===== src/rtl/ls_usb_rx.sv =====
module ls_usb_rx #(
  parameter int OSR       = 11,
  parameter int MAX_BYTES = 12,
  parameter int TMO_BITS  = 2
)(
  input  logic                           clk,
  input  logic                           rst_n,
  input  logic                           dp_i,
  input  logic                           dm_i,
  output logic [7:0]                     rx_data_o,
  output logic                           rx_we_o,
  output logic                           pkt_end_o,
  output logic [$clog2(MAX_BYTES+1)-1:0] pkt_len_o,
  output logic                           ovf_o,
  output logic                           sync_err_o
);
  localparam int LW       = $clog2(MAX_BYTES+1);
  localparam int PW       = $clog2(OSR+1);
  localparam int HALF     = OSR/2;
  localparam int RECTR    = OSR-HALF+1;
  localparam int TMO_CLKS = TMO_BITS*OSR;
  localparam int TW       = $clog2(TMO_CLKS+1);

  typedef enum logic [2:0] {S_IDLE, S_WJ, S_WK, S_C1, S_C2, S_DATA, S_DRAIN, S_REST} st_t;

  st_t st;
  logic dp_m, dm_m, dp_s, dm_s, dp_p, dm_p;
  logic [PW-1:0] ph;
  logic [TW-1:0] tmo;
  logic [LW-1:0] cnt;
  logic [7:0]    sh;
  logic [2:0]    ones, bcnt;
  logic          last_k;

  wire line_k   = dp_s & ~dm_s;
  wire line_j   = ~dp_s & dm_s;
  wire line_se0 = ~dp_s & ~dm_s;
  wire edge_seen = (dp_s != dp_p) || (dm_s != dm_p);
  wire dbit     = (line_k == last_k);
  wire at_samp  = (ph == PW'(OSR));
  wire tmo_end  = (tmo == TW'(TMO_CLKS-1));

  assign pkt_len_o = cnt;

  always_ff @(posedge clk or negedge rst_n) begin
    if (!rst_n) begin
      dp_m <= 1'b0; dm_m <= 1'b1;
      dp_s <= 1'b0; dm_s <= 1'b1;
      dp_p <= 1'b0; dm_p <= 1'b1;
    end else begin
      dp_m <= dp_i; dm_m <= dm_i;
      dp_s <= dp_m; dm_s <= dm_m;
      dp_p <= dp_s; dm_p <= dm_s;
    end
  end

  always_ff @(posedge clk or negedge rst_n) begin
    if (!rst_n) begin
      st         <= S_IDLE;
      ph         <= '0;
      tmo        <= '0;
      cnt        <= '0;
      sh         <= '0;
      ones       <= '0;
      bcnt       <= '0;
      last_k     <= 1'b0;
      rx_data_o  <= '0;
      rx_we_o    <= 1'b0;
      pkt_end_o  <= 1'b0;
      ovf_o      <= 1'b0;
      sync_err_o <= 1'b0;
    end else begin
      rx_we_o    <= 1'b0;
      pkt_end_o  <= 1'b0;
      ovf_o      <= 1'b0;
      sync_err_o <= 1'b0;
      case (st)
        S_IDLE:
          if (line_k) begin
            st  <= S_WJ;
            tmo <= '0;
          end
        S_WJ:
          if (line_j) begin
            st  <= S_WK;
            tmo <= '0;
          end else if (tmo_end) begin
            st         <= S_REST;
            sync_err_o <= 1'b1;
          end else tmo <= tmo + 1'b1;
        S_WK:
          if (line_k) begin
            st <= S_C1;
            ph <= PW'(1);
          end else if (tmo_end) begin
            st         <= S_REST;
            sync_err_o <= 1'b1;
          end else tmo <= tmo + 1'b1;
        S_C1:
          if (ph == PW'(HALF)) begin
            if (line_k) begin
              st <= S_C2;
              ph <= PW'(1);
            end else begin
              st  <= S_WK;
              tmo <= '0;
            end
          end else ph <= ph + 1'b1;
        S_C2:
          if (at_samp) begin
            if (line_k) begin
              st     <= S_DATA;
              ph     <= PW'(1);
              last_k <= 1'b1;
              ones   <= 3'd1;
              bcnt   <= '0;
              cnt    <= '0;
            end else begin
              st  <= S_WK;
              tmo <= '0;
            end
          end else ph <= ph + 1'b1;
        S_DATA:
          if (at_samp) begin
            ph <= PW'(1);
            if (line_se0) begin
              st        <= S_IDLE;
              pkt_end_o <= 1'b1;
            end else begin
              last_k <= line_k;
              if (ones == 3'd6) begin
                ones <= '0;
              end else begin
                ones <= dbit ? ones + 3'd1 : 3'd0;
                sh   <= {dbit, sh[7:1]};
                bcnt <= bcnt + 3'd1;
                if (bcnt == 3'd7) begin
                  if (cnt == LW'(MAX_BYTES)) begin
                    ovf_o <= 1'b1;
                    st    <= S_DRAIN;
                  end else begin
                    rx_we_o   <= 1'b1;
                    rx_data_o <= {dbit, sh[7:1]};
                    cnt       <= cnt + 1'b1;
                  end
                end
              end
            end
          end else if (edge_seen) ph <= PW'(RECTR);
          else ph <= ph + 1'b1;
        S_DRAIN:
          if (line_se0) st <= S_IDLE;
        S_REST:
          if (line_j) st <= S_IDLE;
        default: st <= S_IDLE;
      endcase
    end
  end

  assert_single_event_R11: assert property (@(posedge clk) disable iff (!rst_n)
    $countones({rx_we_o, pkt_end_o, ovf_o, sync_err_o}) <= 1);

  assert_len_cap_R8: assert property (@(posedge clk) disable iff (!rst_n)
    pkt_len_o <= LW'(MAX_BYTES));

  assert_ovf_quiet_R8: assert property (@(posedge clk) disable iff (!rst_n)
    ovf_o |=> !rx_we_o);

  assert_stuff_limit_R6: assert property (@(posedge clk) disable iff (!rst_n)
    ones <= 3'd6);

  assert_phase_range_R9: assert property (@(posedge clk) disable iff (!rst_n)
    (st == S_DATA) |-> (ph >= PW'(1) && ph <= PW'(OSR)));

  assert_write_from_data_R5: assert property (@(posedge clk) disable iff (!rst_n)
    rx_we_o |-> $past(st == S_DATA));

  assert_end_leaves_data_R7: assert property (@(posedge clk) disable iff (!rst_n)
    pkt_end_o |-> st == S_IDLE);
endmodule


===== config.mk =====
export PLATFORM = sky130hd
export DESIGN_NAME = ls_usb_rx
export DESIGN_NICKNAME = d
export VERILOG_FILES = /design/src/rtl/ls_usb_rx.sv
export SDC_FILE = /design/constraint.sdc
export NUM_CORES = 1
export LEC_CHECK = 0
export ABC_AREA = 1
export BUFFER_PORTS_ARGS = -buffer_cell sky130_fd_sc_hd__clkbuf_2
export CORE_AREA = 8 8 91 93
export DETAILED_ROUTE_END_ITERATION = 6
export DIE_AREA = 0 0 99 101
export PLACE_DENSITY_LB_ADDON = 0.12
export SLEW_MARGIN = 20
export SYNTH_ARGS = -nofsm -noshare
export SYNTH_HDL_FRONTEND = slang
export SYNTH_SLANG_ARGS = --single-unit

===== constraint.sdc =====
create_clock -name clk -period 2.4 [get_ports clk]
set_clock_uncertainty 0.2 [all_clocks]
set_input_delay 0.12 -clock clk [delete_from_list [all_inputs] [get_ports clk]]
set_output_delay 0.12 -clock clk [all_outputs]
set_load 0.03 [all_outputs]

== Yosys cells after proc, flatten, opt, wreduce, memory -nomap -nowiden ==
Cells that the tools add are included.
Widths: inputs -> output; s select.
Cells by class
  $add $sub $neg: 5
  equal/unequal tests: 31
  muxes and demuxes: 74
  bitwise gates (word level): 8
  reduce and logical (&&, ||, !) cells: 12
Operators with widths (count)
  $mux 3: 25
  $mux 4: 12
  $mux 5: 7
  $pmux 5 s5: 1
  $ne 2x2->1 const B: 12
  $pmux 3 s8: 1
  $mux 1: 22
  $eq 3x3->1 const B: 6
  $pmux 4 s4: 1
  $pmux 3 s2: 2
  $reduce_and 6->1: 2
  $reduce_and 5->1: 2
  $ne 3x3->1 const B: 3
  $reduce_and 9->1: 1
  $add 4x1->4 const B: 2
  $eq 4x4->1 const B: 2
  $pmux 4 s2: 1
  $reduce_and 8->1: 1
  $add 3x1->3 const B: 2
  $eq 3x2->1 const B: 2
  $add 5x1->5 const B: 1
  $eq 5x5->1 const B: 1
  $not 1->1: 5
  $reduce_bool 5->1: 1
  other kinds (11): 15
Storage, ports and cells
  register bits: 49
  input port bits: 4
  output and inout port bits: 16
  logic and storage cells: 149

== Longest topological paths before layout ==
  depth after elaboration: 8
  mapped depth: 11
  depth with buffers taken out: 11

== Worst setup path after synthesis ==
No wires, ideal clock.
  kind: register to register
  from: register cnt[0], in the netlist pkt_len_o[0]
  to: register cnt[2], in the netlist pkt_len_o[2]
  library setup time: 0.067 ns
  arrival: 1.583 ns
  data required time: 2.133 ns
  setup slack: 0.550 ns
  cell stages (with the launch flop): 10
  buffers on the path: 0
  clock period less this slack: 1.850 ns
  path through: dfrtp_1 inv_1 ha_1 nand3_1 inv_1 o21ai_0 nand2_1 nor2_1 nand3_1 nand2_1
On the way
  cells in the longest elaborated chain, start to end: 7
  elaborated cells on any way between the ends: 10
  those cells by class: add/sub (1); eq/ne (2); mux (6); reduce/logical (1)
RTL lines
  from (decl): RTL line 30  | logic [LW-1:0] cnt;
  from (signal assigned): RTL line 144  | cnt <= cnt + 1'b1;
  $add 4x1->4: RTL line 144
  $mux 4: RTL line 138  | if (cnt == LW'(MAX_BYTES)) begin
  $mux 4: RTL line 137  | if (bcnt == 3'd7) begin
  $mux 4: RTL line 131  | if (ones == 3'd6) begin
  $mux 4: RTL line 126  | if (line_se0) begin
  $mux 4: RTL line 124  | if (at_samp) begin
  $pmux 4 s2: RTL line 77  | case (st)
Parallel ways exist; a longest one is shown, timed or not. The select of a mux whose other input is x is not followed.
A chain may end at the register's enable or synchronous reset.

== Worst setup path in the final report ==
  from: register ph[0]
  to: register rx_data_o[5]
On the way
  cells in the longest elaborated chain, start to end: 2
RTL lines
  from (decl): RTL line 28  | logic [PW-1:0] ph;
  from (signal assigned): RTL line 108  | end else ph <= ph + 1'b1;
  from (signal assigned): RTL line 122  | end else ph <= ph + 1'b1;
  from (signal assigned): RTL line 149  | end else if (edge_seen) ph <= PW'(RECTR);
  $eq 4x4->1: RTL line 40  | wire at_samp = (ph == PW'(OSR));
  $reduce_and 6->1 (no line)
  to (signal assigned): RTL line 143  | rx_data_o <= {dbit, sh[7:1]};
  to (decl): RTL line 10  | output logic [7:0] rx_data_o,
Every way passes these cells.

==> implementation parameters <==
Parameter                              Value

Logic synthesis
  Cell types with the highest counts after synthesis ... 115 x sky130_fd_sc_hd__nand2_1, 45 x sky130_fd_sc_hd__dfrtp_1, 40 x sky130_fd_sc_hd__inv_1
  Count leader, synth ... sky130_fd_sc_hd__nand2_1
  Yosys cell types ... 27
  Cell taking the most area after synthesis ... sky130_fd_sc_hd__dfrtp_1
  Yosys top cell area share ... 0.423
  Post-synthesis instance area ... 0.00266 mm^2
  Net Count, Synth ... 360
  Number of synthesized register bits ... 48
  Cells after synthesis ... 346
  Share of the yosys chip area belonging to registers ... 0.452
  Post-synthesis async set-or-reset flop share ... 1.00
  Leading post-synthesis cells by cell area ... sky130_fd_sc_hd__dfrtp_1 42%, sky130_fd_sc_hd__nand2_1 16%, sky130_fd_sc_hd__nand3_1 5.8%, sky130_fd_sc_hd__inv_1 5.6%, sky130_fd_sc_hd__o21ai_0 5.3%
  Dominant register cell in the synthesized netlist ... sky130_fd_sc_hd__dfrtp_1
  Synth warnings ... 0
  Syn Area/Cell ... 7.70 um^2
  Post-synth EDFFs ... 0

Drt
  Routed wire length on met2 ... 2.57 mm
  Antenna violation net count after detailed routing ... 0
  Number of iterations in the first detailed-routing pass ... 4
  DRT Wirelength ... 5.69 mm
  Total routed wire length on the met1 layer ... 2.82 mm
  Routed length per instance ... 12.5 um
  Initial detailed-routing violation count ... 144
  Met3 wirelength from detailed routing ... 203 um
  DRC ... 0
  Post-detailed-route via-to-cell ratio ... 4.81
  Total number of vias ... 2192
  Highest metal layer used by the detailed router ... met4

Finish
  Fill cell count ... 713
  Sequential cell area ... 0.00120 mm^2
  Antenna diode count ... 0
  Final design area excluding fillers ... 0.00300 mm^2
  Utilization of the core after routing ... 0.432
  Area growth from synthesis to final layout ... 12.6%
  Multi-input logic area ... 0.00125 mm^2
  Share of post-route cells with drive strength above 1 ... 0.118
  Final Net Count ... 387

Worst setup path
  Slowest CP cell ... sky130_fd_sc_hd__nor3_4
  Type of destination of the critical path ... flip-flop
  Biggest fanout along the worst timing path ... 17
  Biggest cell delay along the critical path ... 0.49 ns
  Data arrival time at the worst-slack endpoint ... 2.10 ns
  Type of element launching the critical path ... flip-flop
  Data required time at the worst endpoint ... 2.36 ns
  Crit-path cells ... ha_1, nand2_1, nor2_4, nand3_4, nor3_4, o21ai_0
  Critical path class ... flip-flop to flip-flop

Clocking
  Clock tree root buffer cell ... sky130_fd_sc_hd__clkbuf_8
  CTS tree ... done
  Number of gates resized after cts ... 0
  Skew-Pair Late Insertion Delay ... 0.30 ns
  Clock sink count ... 48
  Clock-pin transition on the worst setup and hold timing paths ... 0.10 ns
  Hold bufs inserted after CTS ... 3
  Number of buffers added by the clock tree synthesis step ... 5
  Number of levels the H-tree was split into ... 2
  Setup bufs post-CTS ... 0
  Clock Tree Buf Depth ... 2

Job
  Total of max-cap violations ... 0

STA
  Number of pins exceeding their max-slew limit in the final report ... 0
  Relative slew slack ... 0.591
  Fin crit period ... 2.14 ns
  RSZ-0062 raised after global routing ... false
  Period utilisation layout ... 0.891
  Total negative slack ... 0 ns
  Achievable frequency ... 468 MHz
  Final hold vios ... 0
  Finish-stage setup viols ... 0
  Slew at the pin closest to its max-slew limit ... 0.613 ns

Outcome
  Result of the run ... complete, no violations

Min path
  Worst Hold Class ... flip-flop to flip-flop

Floorplan
  Starting density of the core ... 0.384
  Std-Cell Core Area ... 0.00694 mm^2
  Number of I/O pins ... 20
  Cell row count ... 31
  Die X-Extent ... 99 um
  Chip height ... 101 um
  Die Outline Area ... 0.0100 mm^2

GRT
  Overall global routing resource usage ... 0.124
  Via count of the first global-routing pass ... 2174
  Number of antenna violations at the first check in global routing ... 0
  Global-route wire length before repair ... 10.2 mm
  Maximum number of pins on one net before global-route repair ... 49
  Overflow after GRT ... 0

Power
  Post-layout power ... 2.50 mW
  Worst IR drop on VDD ... 0.390 mV
  P_leak ... 1.62 nW
  Total power density per cell area ... 834 mW/mm^2

Placed design
  Detail Placement HPWL ... 4.15 mm
  Routability congestion estimate from global placement ... 0.841
  Total cell area at the placement stage ... 0.00285 mm^2
  Number of port buffers ... 19
## worst paths after layout
check                            from           end  slack [ns]  cells past startpoint
worst max-delay path            ph[0]  rx_data_o[5]        0.26                      6
min in group asynchronous       rst_n  rx_data_o[2]        0.26                      3
max in group asynchronous       rst_n         st[2]        1.34                      3
worst min register to register   dp_m          dp_s        0.16                      0
worst max register to register  ph[0]  rx_data_o[5]        0.26                      6
worst min-delay path             dp_m          dp_s        0.16                      0
## sequential cells by signal (all words and copies together) (netlist names), 3 cells and up
register / count
rx_data_o: 8
ph: 4
pkt_len_o: 4
tmo: 5
ones: 3
st: 3
bcnt: 3
sh: 7
## power breakdown
group,switching (mW),internal [mW],leakage (nW)
combinational,0.573,0.285,0.914
clock,0.283,0.341,0.0614
sequential,0.127,0.891,0.643
total,0.984,1.52,1.62
## critical path: cells and delay by family (launching register included)
kind	cells	cell delay, ns
simple gates	4	1.01
flops	1	0.42
fa+ha+maj	1	0.22
compound gates	1	0.14
## per-layer routing
metal,global-route usage,vias to the layer above
met5,0,-
met4,0.0354,0
met3,0.0331,6
met2,0.206,39
met1,0.153,992
li1,-,1155
## cells by family (layout without fill, tap and decap cells)
family	count (synthesis)	after routing	synth area share
adders and majority gates	10	10	0.0470
xor gates and xnor gates	8	8	0.0263
buffers and inverters	49	77	0.0789
and+or+nand+nor	194	194	0.323
DFF	48	48	0.452
AOI/OAI and AO/OA	37	37	0.0723
## per-stage QoR
step | std cells | setup WS (ns) | hold WS (ns)
final | 456 | 0.261 | 0.163
after global routing | 456 | 0.0209 | 0.180
after CTS | 456 | 0.232 | 0.168
after detailed placement | 445 | 0.219 | 0.0119
after global placement | 445 | 0.297 | 0.0102
after floorplan | 346 | 0.550 | -0.376
## cell type report
class,count,share of cell area
Clock buffer,6,0.0275
Clock inverter,2,0.0129
Inverter,42,0.0534
Multi-Input combinational cell,249,0.416
Sequential cell,48,0.402
Tap cell,82,0.0342
Timing Repair Buffer,27,0.0542
## cell usage in the layout (no fill, tap or decap), drive strengths merged, types with 2 or more instances in the layout
master       instances
nand4               10
nor3                 5
nand2              116
xor2                 8
clkbuf              25
dlygate4sd3          3
nor2                28
a21oi                6
ha                  10
dfrtp               45
nand3               33
dfstp                3
inv                 41
clkinv               2
buf                  5
o21ai               29
Power figures use the tool's default switching activity.
